`config.mk`:
```
export PLATFORM = sky130hd
export DESIGN_NAME = dac_src_select
export DESIGN_NICKNAME = d
export VERILOG_FILES = /design/src/rtl/dac_srcsel_pkg.sv /design/src/rtl/pn_seq_gen.sv /design/src/rtl/ramp_gen.sv /design/src/rtl/sync_gate.sv /design/src/rtl/chan_src_mux.sv /design/src/rtl/dac_src_select.sv
export SDC_FILE = /design/constraint.sdc
export NUM_CORES = 1
export LEC_CHECK = 0
export ABC_AREA = 1
export CORE_MARGIN = 8
export CORE_UTILIZATION = 40
export CTS_CLUSTER_SIZE = 16
export DETAILED_ROUTE_END_ITERATION = 10
export DONT_BUFFER_PORTS = 1
export SYNTH_ARGS = -nofsm -noshare
export SYNTH_HDL_FRONTEND = slang
export SYNTH_SLANG_ARGS = --single-unit
export TNS_END_PERCENT = 1
```
`constraint.sdc`:
```
create_clock -name clk -period 3.55 [get_ports clk]
set_input_delay 0.355 -clock clk [delete_from_list [all_inputs] [get_ports clk]]
set_output_delay 0.355 -clock clk [all_outputs]
set_load 0.05 [all_outputs]
```
`src/rtl/dac_srcsel_pkg.sv`:
```
// Shared select-code definitions for the per-channel sample source selector.
// Assumes a 4-bit code per channel; any code not listed selects zero.
package dac_srcsel_pkg;

    typedef enum logic [3:0] {
        SRC_DMA       = 4'h2,
        SRC_ZERO      = 4'h3,
        SRC_PN7_INV   = 4'h4,
        SRC_PN15_INV  = 4'h5,
        SRC_PN7       = 4'h6,
        SRC_PN15      = 4'h7,
        SRC_LOOPBACK  = 4'h8,
        SRC_NIB_RAMP  = 4'hA,
        SRC_FULL_RAMP = 4'hB
    } src_code_e;

    localparam int SEL_W = 4;

endpackage

```
`src/rtl/pn_seq_gen.sv`:
```
// Pseudo-random word generator (Fibonacci LFSR, polynomial x^ORDER + x^TAP + 1).
// The word output is the next WORD_W feedback bits, first bit in the MSB.
// The state advances by WORD_W steps on each 'adv' strobe.
// Assumes 0 < TAP < ORDER. The state starts at all ones and never becomes zero.
module pn_seq_gen #(
    parameter int ORDER  = 7,
    parameter int TAP    = 6,
    parameter int WORD_W = 16
) (
    input  logic              clk,
    input  logic              rst_n,
    input  logic              adv,
    output logic [WORD_W-1:0] word
);
    localparam int PACK_W = ORDER + WORD_W;

    logic [ORDER-1:0]  state_q;
    logic [PACK_W-1:0] step_w;

    // Runs the LFSR WORD_W steps and returns {next state, word}.
    function automatic logic [PACK_W-1:0] run_word(input logic [ORDER-1:0] s_in);
        logic [ORDER-1:0]  s;
        logic [WORD_W-1:0] w;
        logic              fb;
        s = s_in;
        w = '0;
        for (int i = 0; i < WORD_W; i++) begin
            fb = s[ORDER-1] ^ s[TAP-1];
            w  = {w[WORD_W-2:0], fb};
            s  = {s[ORDER-2:0], fb};
        end
        return {s, w};
    endfunction

    assign step_w = run_word(state_q);
    assign word   = step_w[WORD_W-1:0];

    // Holds the LFSR state and steps it once per strobe.
    always_ff @(posedge clk) begin
        if (!rst_n)   state_q <= '1;
        else if (adv) state_q <= step_w[PACK_W-1:WORD_W];
    end


    pn_state_nonzero_chk: assert property (@(posedge clk) disable iff (!rst_n)
        state_q != '0);

endmodule

```
`src/rtl/ramp_gen.sv`:
```
// Sample counter that provides both ramp patterns.
// full_word is the count itself. nib_word repeats the low four count bits in every nibble.
// Assumes WORD_W is a multiple of 4.
module ramp_gen #(
    parameter int WORD_W = 16
) (
    input  logic              clk,
    input  logic              rst_n,
    input  logic              adv,
    output logic [WORD_W-1:0] full_word,
    output logic [WORD_W-1:0] nib_word
);
    localparam int NIB_N = WORD_W / 4;

    logic [WORD_W-1:0] cnt_q;

    // Counts strobes and wraps naturally at the width limit.
    always_ff @(posedge clk) begin
        if (!rst_n)   cnt_q <= '0;
        else if (adv) cnt_q <= cnt_q + 1'b1;
    end

    assign full_word = cnt_q;
    assign nib_word  = {NIB_N{cnt_q[3:0]}};


    ramp_step_chk: assert property (@(posedge clk) disable iff (!rst_n)
        adv |=> cnt_q == $past(cnt_q) + 1'b1);


    ramp_hold_chk: assert property (@(posedge clk) disable iff (!rst_n)
        !adv |=> $stable(cnt_q));

endmodule

```
`src/rtl/sync_gate.sv`:
```
// Multi-device start gate for DMA streaming.
// arm_set arms the gate, and ext_sync_in disarms it when arm_set is not active in the same cycle.
// sync_out asks peers (or this instance, through a loop) to release.
// Assumes arm_set and ext_sync_in are single-cycle pulses in the clk domain.
module sync_gate (
    input  logic clk,
    input  logic rst_n,
    input  logic arm_set,
    input  logic ext_sync_in,
    input  logic dma_valid,
    input  logic dma_valid_sec,
    input  logic dma_in_use,
    output logic armed,
    output logic sync_out,
    output logic dma_ready
);
    logic armed_q;

    // Armed flag: setting wins over releasing.
    always_ff @(posedge clk) begin
        if (!rst_n)           armed_q <= 1'b0;
        else if (arm_set)     armed_q <= 1'b1;
        else if (ext_sync_in) armed_q <= 1'b0;
    end

    assign armed     = armed_q;
    assign sync_out  = armed_q & dma_valid & dma_valid_sec & dma_in_use;
    assign dma_ready = ~armed_q;


    arm_wins_chk: assert property (@(posedge clk) disable iff (!rst_n)
        arm_set |=> armed_q);


    sync_release_chk: assert property (@(posedge clk) disable iff (!rst_n)
        armed_q && ext_sync_in && !arm_set |=> !armed_q);


    armed_hold_chk: assert property (@(posedge clk) disable iff (!rst_n)
        armed_q && !ext_sync_in |=> armed_q);

endmodule

```
`src/rtl/chan_src_mux.sv`:
```
// Output stage for one channel: picks a source by code and registers it on sample_en.
// DMA words pass only when the gate is open and both DMA valids are high.
// Assumes the generator words are the values for the current strobe.
module chan_src_mux
    import dac_srcsel_pkg::*;
#(
    parameter int WORD_W = 16
) (
    input  logic              clk,
    input  logic              rst_n,
    input  logic              sample_en,
    input  logic [SEL_W-1:0]  sel,
    input  logic [WORD_W-1:0] dma_word,
    input  logic              dma_valid,
    input  logic              dma_valid_sec,
    input  logic              armed,
    input  logic [WORD_W-1:0] lb_word,
    input  logic [WORD_W-1:0] pn7_word,
    input  logic [WORD_W-1:0] pn15_word,
    input  logic [WORD_W-1:0] ramp_word,
    input  logic [WORD_W-1:0] nib_word,
    output logic [WORD_W-1:0] dout
);
    logic [WORD_W-1:0] pick_w;
    logic [WORD_W-1:0] dout_q;
    logic              dma_ok_w;

    assign dma_ok_w = ~armed & dma_valid & dma_valid_sec;

    // Source decode; codes not in the map give zero.
    always_comb begin
        case (sel)
            SRC_DMA:       pick_w = dma_ok_w ? dma_word : '0;
            SRC_ZERO:      pick_w = '0;
            SRC_PN7_INV:   pick_w = ~pn7_word;
            SRC_PN15_INV:  pick_w = ~pn15_word;
            SRC_PN7:       pick_w = pn7_word;
            SRC_PN15:      pick_w = pn15_word;
            SRC_LOOPBACK:  pick_w = lb_word;
            SRC_NIB_RAMP:  pick_w = nib_word;
            SRC_FULL_RAMP: pick_w = ramp_word;
            default:       pick_w = '0;
        endcase
    end

    // Output register, loaded once per strobe.
    always_ff @(posedge clk) begin
        if (!rst_n)         dout_q <= '0;
        else if (sample_en) dout_q <= pick_w;
    end

    assign dout = dout_q;


    dma_gated_zero_chk: assert property (@(posedge clk) disable iff (!rst_n)
        sample_en && sel == SRC_DMA && armed |=> dout_q == '0);


    reserved_zero_chk: assert property (@(posedge clk) disable iff (!rst_n)
        sample_en && (sel inside {4'h0, 4'h1, 4'h9, 4'hC, 4'hD, 4'hE, 4'hF}) |=> dout_q == '0);


    loopback_pass_chk: assert property (@(posedge clk) disable iff (!rst_n)
        sample_en && sel == SRC_LOOPBACK |=> dout_q == $past(lb_word));

endmodule

```
`src/rtl/dac_src_select.sv`:
```
// Top of the per-channel DAC sample source selector.
// Shared PN7, PN15 and ramp generators step on each sample_en strobe.
// Each channel has its own select field and output register.
// A sync gate holds DMA data back until a release event arrives.
// Assumes sample_en and all inputs are synchronous to clk.
module dac_src_select
    import dac_srcsel_pkg::*;
#(
    parameter int CH_N     = 2,
    parameter int SAMPLE_W = 16
) (
    input  logic                       clk,
    input  logic                       rst_n,
    input  logic                       sample_en,
    input  logic [CH_N*SEL_W-1:0]      chan_sel,
    input  logic [CH_N*SAMPLE_W-1:0]   dma_data,
    input  logic                       dma_valid,
    input  logic                       dma_valid_sec,
    input  logic [CH_N*SAMPLE_W-1:0]   lb_data,
    input  logic                       arm_set,
    input  logic                       ext_sync_in,
    output logic                       sync_out,
    output logic                       armed,
    output logic                       dma_ready,
    output logic [CH_N*SAMPLE_W-1:0]   dout
);
    localparam int PN7_ORDER  = 7;
    localparam int PN7_TAP    = 6;
    localparam int PN15_ORDER = 15;
    localparam int PN15_TAP   = 14;

    logic [SAMPLE_W-1:0] pn7_w;
    logic [SAMPLE_W-1:0] pn15_w;
    logic [SAMPLE_W-1:0] ramp_w;
    logic [SAMPLE_W-1:0] nib_w;
    logic [CH_N-1:0]     uses_dma_w;
    logic                armed_w;

    pn_seq_gen #(.ORDER(PN7_ORDER), .TAP(PN7_TAP), .WORD_W(SAMPLE_W)) u_pn7 (
        .clk(clk), .rst_n(rst_n), .adv(sample_en), .word(pn7_w)
    );

    pn_seq_gen #(.ORDER(PN15_ORDER), .TAP(PN15_TAP), .WORD_W(SAMPLE_W)) u_pn15 (
        .clk(clk), .rst_n(rst_n), .adv(sample_en), .word(pn15_w)
    );

    ramp_gen #(.WORD_W(SAMPLE_W)) u_ramp (
        .clk(clk), .rst_n(rst_n), .adv(sample_en),
        .full_word(ramp_w), .nib_word(nib_w)
    );

    sync_gate u_gate (
        .clk(clk), .rst_n(rst_n), .arm_set(arm_set), .ext_sync_in(ext_sync_in),
        .dma_valid(dma_valid), .dma_valid_sec(dma_valid_sec),
        .dma_in_use(|uses_dma_w), .armed(armed_w),
        .sync_out(sync_out), .dma_ready(dma_ready)
    );

    assign armed = armed_w;

    for (genvar c = 0; c < CH_N; c++) begin : g_chan
        assign uses_dma_w[c] = (chan_sel[c*SEL_W +: SEL_W] == SRC_DMA);

        chan_src_mux #(.WORD_W(SAMPLE_W)) u_mux (
            .clk(clk), .rst_n(rst_n), .sample_en(sample_en),
            .sel(chan_sel[c*SEL_W +: SEL_W]),
            .dma_word(dma_data[c*SAMPLE_W +: SAMPLE_W]),
            .dma_valid(dma_valid), .dma_valid_sec(dma_valid_sec),
            .armed(armed_w),
            .lb_word(lb_data[c*SAMPLE_W +: SAMPLE_W]),
            .pn7_word(pn7_w), .pn15_word(pn15_w),
            .ramp_word(ramp_w), .nib_word(nib_w),
            .dout(dout[c*SAMPLE_W +: SAMPLE_W])
        );
    end


    dout_hold_chk: assert property (@(posedge clk) disable iff (!rst_n)
        !sample_en |=> $stable(dout));

endmodule

```
==> summary.md <==
| Metric | Value |
|---|---|
| Slew at the pin with the worst max-slew slack | roughly 1 ns |
| Critical path's slowest cell | a211oi_2 |
| Yosys top cell by area | dfxtp_1 |
| Maxcap violations | 0 |
| Status | finished clean |
| Initial antenna violation count | 0 |
| Clock skew | about 0.0066 ns |
| GRT Resource Usage Total | 0.250 |
| TNS Setup | 0 ns |
| Num rows | roughly 40 |
| Avg Cell Area, Syn | around 5.7 um2 |
| I/O pins | ~110 |
| Fraction of layout cells with a size suffix above 1 | 0.0440 |
| Most common cell in the synthesized netlist | nand2_1 |
| Worst EP required | ~3.2 ns |
| Syn_nets | 978 |
| Max FO, Critical Path | 4 |
| Residual DRC | 0 |
| Post-synthesis instance area | between 5000 and 6000 um2 |
| Worst setup EP type | primary output |
| Pre-CTS WS | roughly 1.3 ns |
| Minimum clock period | 2.67 ns |
| Fin nets | roughly 960 |
| Vias | 5930 |
| Leakage power | 2.39 nW |
| Most instantiated cells after synthesis | nand2_1 (335), nand3_1 (101), nor2_1 (100) |
| Clk Latency, worst-skew pair | approximately 0.34 ns |
| TritonCTS buffer count | 9 |
| Fin. Hold Viols | 0 |
| Register area share after synthesis | 0.278 |
| Worst min path class | in2reg |
| PostCTS Resize Cnt | 0 |
| H-tree levels | 3 |
| Setup Buffers After CTS | 0 |
| Slew margin rel. | 0.318 |
| First-pass GRT wire length | 31400 um |
| RSZ-0062 raised after global routing | no |
| Post-DP HPWL | between 15000 and 20000 um |
| Final Cycle Share | 0.751 |
| CTS clk-pin slew, worst paths | around 0.060 ns |
| Largest net degree at the start of global routing | 52 |
| GP Congestion | between 0.9 and 1 |
| Final Core Density | 0.436 |
| EDFF count, synth | 0 |
| Share of flip-flops with an asynchronous set or reset | 0 |
| IO buf count | 0 |
| Avg Vias per Cell | ~5.6 |
| Multi-input logic area | between 3000 and 4000 um2 |
| Count of cell types in the netlist | 35 |
| Slew Viols, Final | 0 |
| Post-DP Area | ~5200 um2 |
| Synth top area share | 0.278 |
| CTS tree | done |
| PwrDens | 429 nW/um2 |
| Crit path kind | reg2out |
| Critical path cell sequence | inv_1, a211oi_2 |
| Yosys reg bits | slightly above 70 |
| Diode count | 0 |
| Placed Cells | 1042 |
| Endpoints failing setup | 0 |
| DIE AREA | about 17000 um2 |
| Drt initial violations | between 600 and 700 |
| FMAX | 0.375 GHz |
| CTS Hold Buffers Added | 0 |
| Total Wirelength | between 20000 and 25000 um |
| Ys flop type | dfxtp_1 |
| Synthesis warning total | 0 |
| CP peak stage delay | ~0.85 ns |
| Maximum vdd drop | about 0.20 mV |
| WP data arrival | about 2.3 ns |
| Worst setup SP type | flip-flop |
| Post-Layout Cell Count | approximately 1100 |
| Synth area leaders | dfxtp_1 (28%), nand2_1 (25%), nand3_1 (9.9%) |
| Register Area | about 1400 um2 |
| WHS | 0.0971 ns |
| Vias in the first global route | 5451 |
| Avg WL per Cell | roughly 19 um |
| Cells after Synth | 898 |
| Min setup slack post-route | between 0.8 and 0.9 ns |
| Root Buffer | clkbuf_16 |
| Total gr overflow | 0 |
| P&R area growth vs syn | 7.20% |
| Die height | approximately 130 um |
| Routed Antenna Nets | 0 |
| Clk sinks | 71 |
| Total power draw | ~2.4 mW |
| Starting density of the core | 0.407 |
| Core Area | ~13000 um2 |
| Drt first pass iters | 5 |
| Fin area | about 5500 um2 |
| Die Wd | roughly 130 um |
| Deepest clock path buffer count | 2 |
| # fillers | ~1400 |
## report_power, final
part           internal [mW]  leakage [nW]  switching [mW]  total [mW]
registers              0.845         0.582           0.122       0.967
logic                  0.134          1.68           0.374       0.508
clock network          0.510         0.136           0.367       0.877
total                   1.49          2.39           0.863        2.35
## sequential cells by signal, summed over array words and instances, names as in the netlist
register           flops
u_ramp.full_word      16
g_chan.u_mux.dout     32
u_pn15.state_q        15
u_pn7.state_q          7
u_gate.armed           1
## per-layer routing
layer | part of all wire | GRT usage | vias up
met3 | 0.14 | 0.108 | 47
met1 | 0.42 | 0.322 | 2641
met4 | 0.036 | 0.111 | 0
met5 | 0 | 0 | -
li1 | - | - | 2891
met2 | 0.41 | 0.354 | 351
## kinds of logic (layout without fill, tap and decap cells)
kind of cell | Yosys count | count (layout) | synth area share
AND/OR/NAND/NOR | 575 | 575 | 0.472
AO/OA/AOI/OAI | 141 | 141 | 0.147
buffers and inverters | 98 | 86 | 0.0803
flip-flops | 71 | 71 | 0.278
XOR/XNOR | 12 | 12 | 0.0206
adder cells (fa/ha/maj) | 1 | 1 | 0.00245
## worst max-delay path, delay by kind of cell (launching register included)
kind	cells	cell delay [ns]
buf+inv	1	0.44
flops	1	0.68
compound gates	1	0.85
## path summary, 6_finish.rpt
check | slack, ns | cells after the start | start | end
max | 0.88 | 2 | u_gate.armed | sync_out
min | 0.1 | 1 | sample_en | u_ramp.full_word[0]
max reg2reg | 1.40 | 9 | u_gate.armed | g_chan[1].u_mux.dout[2]
min reg2reg | 0.53 | 2 | u_ramp.full_word[11] | u_ramp.full_word[11]
## cell type report
cell class              instances  share of cell area
multi-input cells             729               0.600
repair buffers                  4             0.00548
flip-flops and latches         71               0.259
clock inverters                 3             0.00320
clock buffers                  13              0.0475
well taps                     172              0.0393
inverters                      66              0.0452
## placed cells by master (no fill, tap or decap), types with 6 or more instances in the layout
master,n
nand2_1,335
clkbuf_16,9
nand4_1,14
nand3_1,101
nor3_1,9
o211ai_1,8
inv_1,57
o22ai_1,6
a21oi_1,62
nor2_4,6
xnor2_1,10
nor2_1,99
o21ai_0,57
dfxtp_1,71
(Power assumes the default switching activity.)
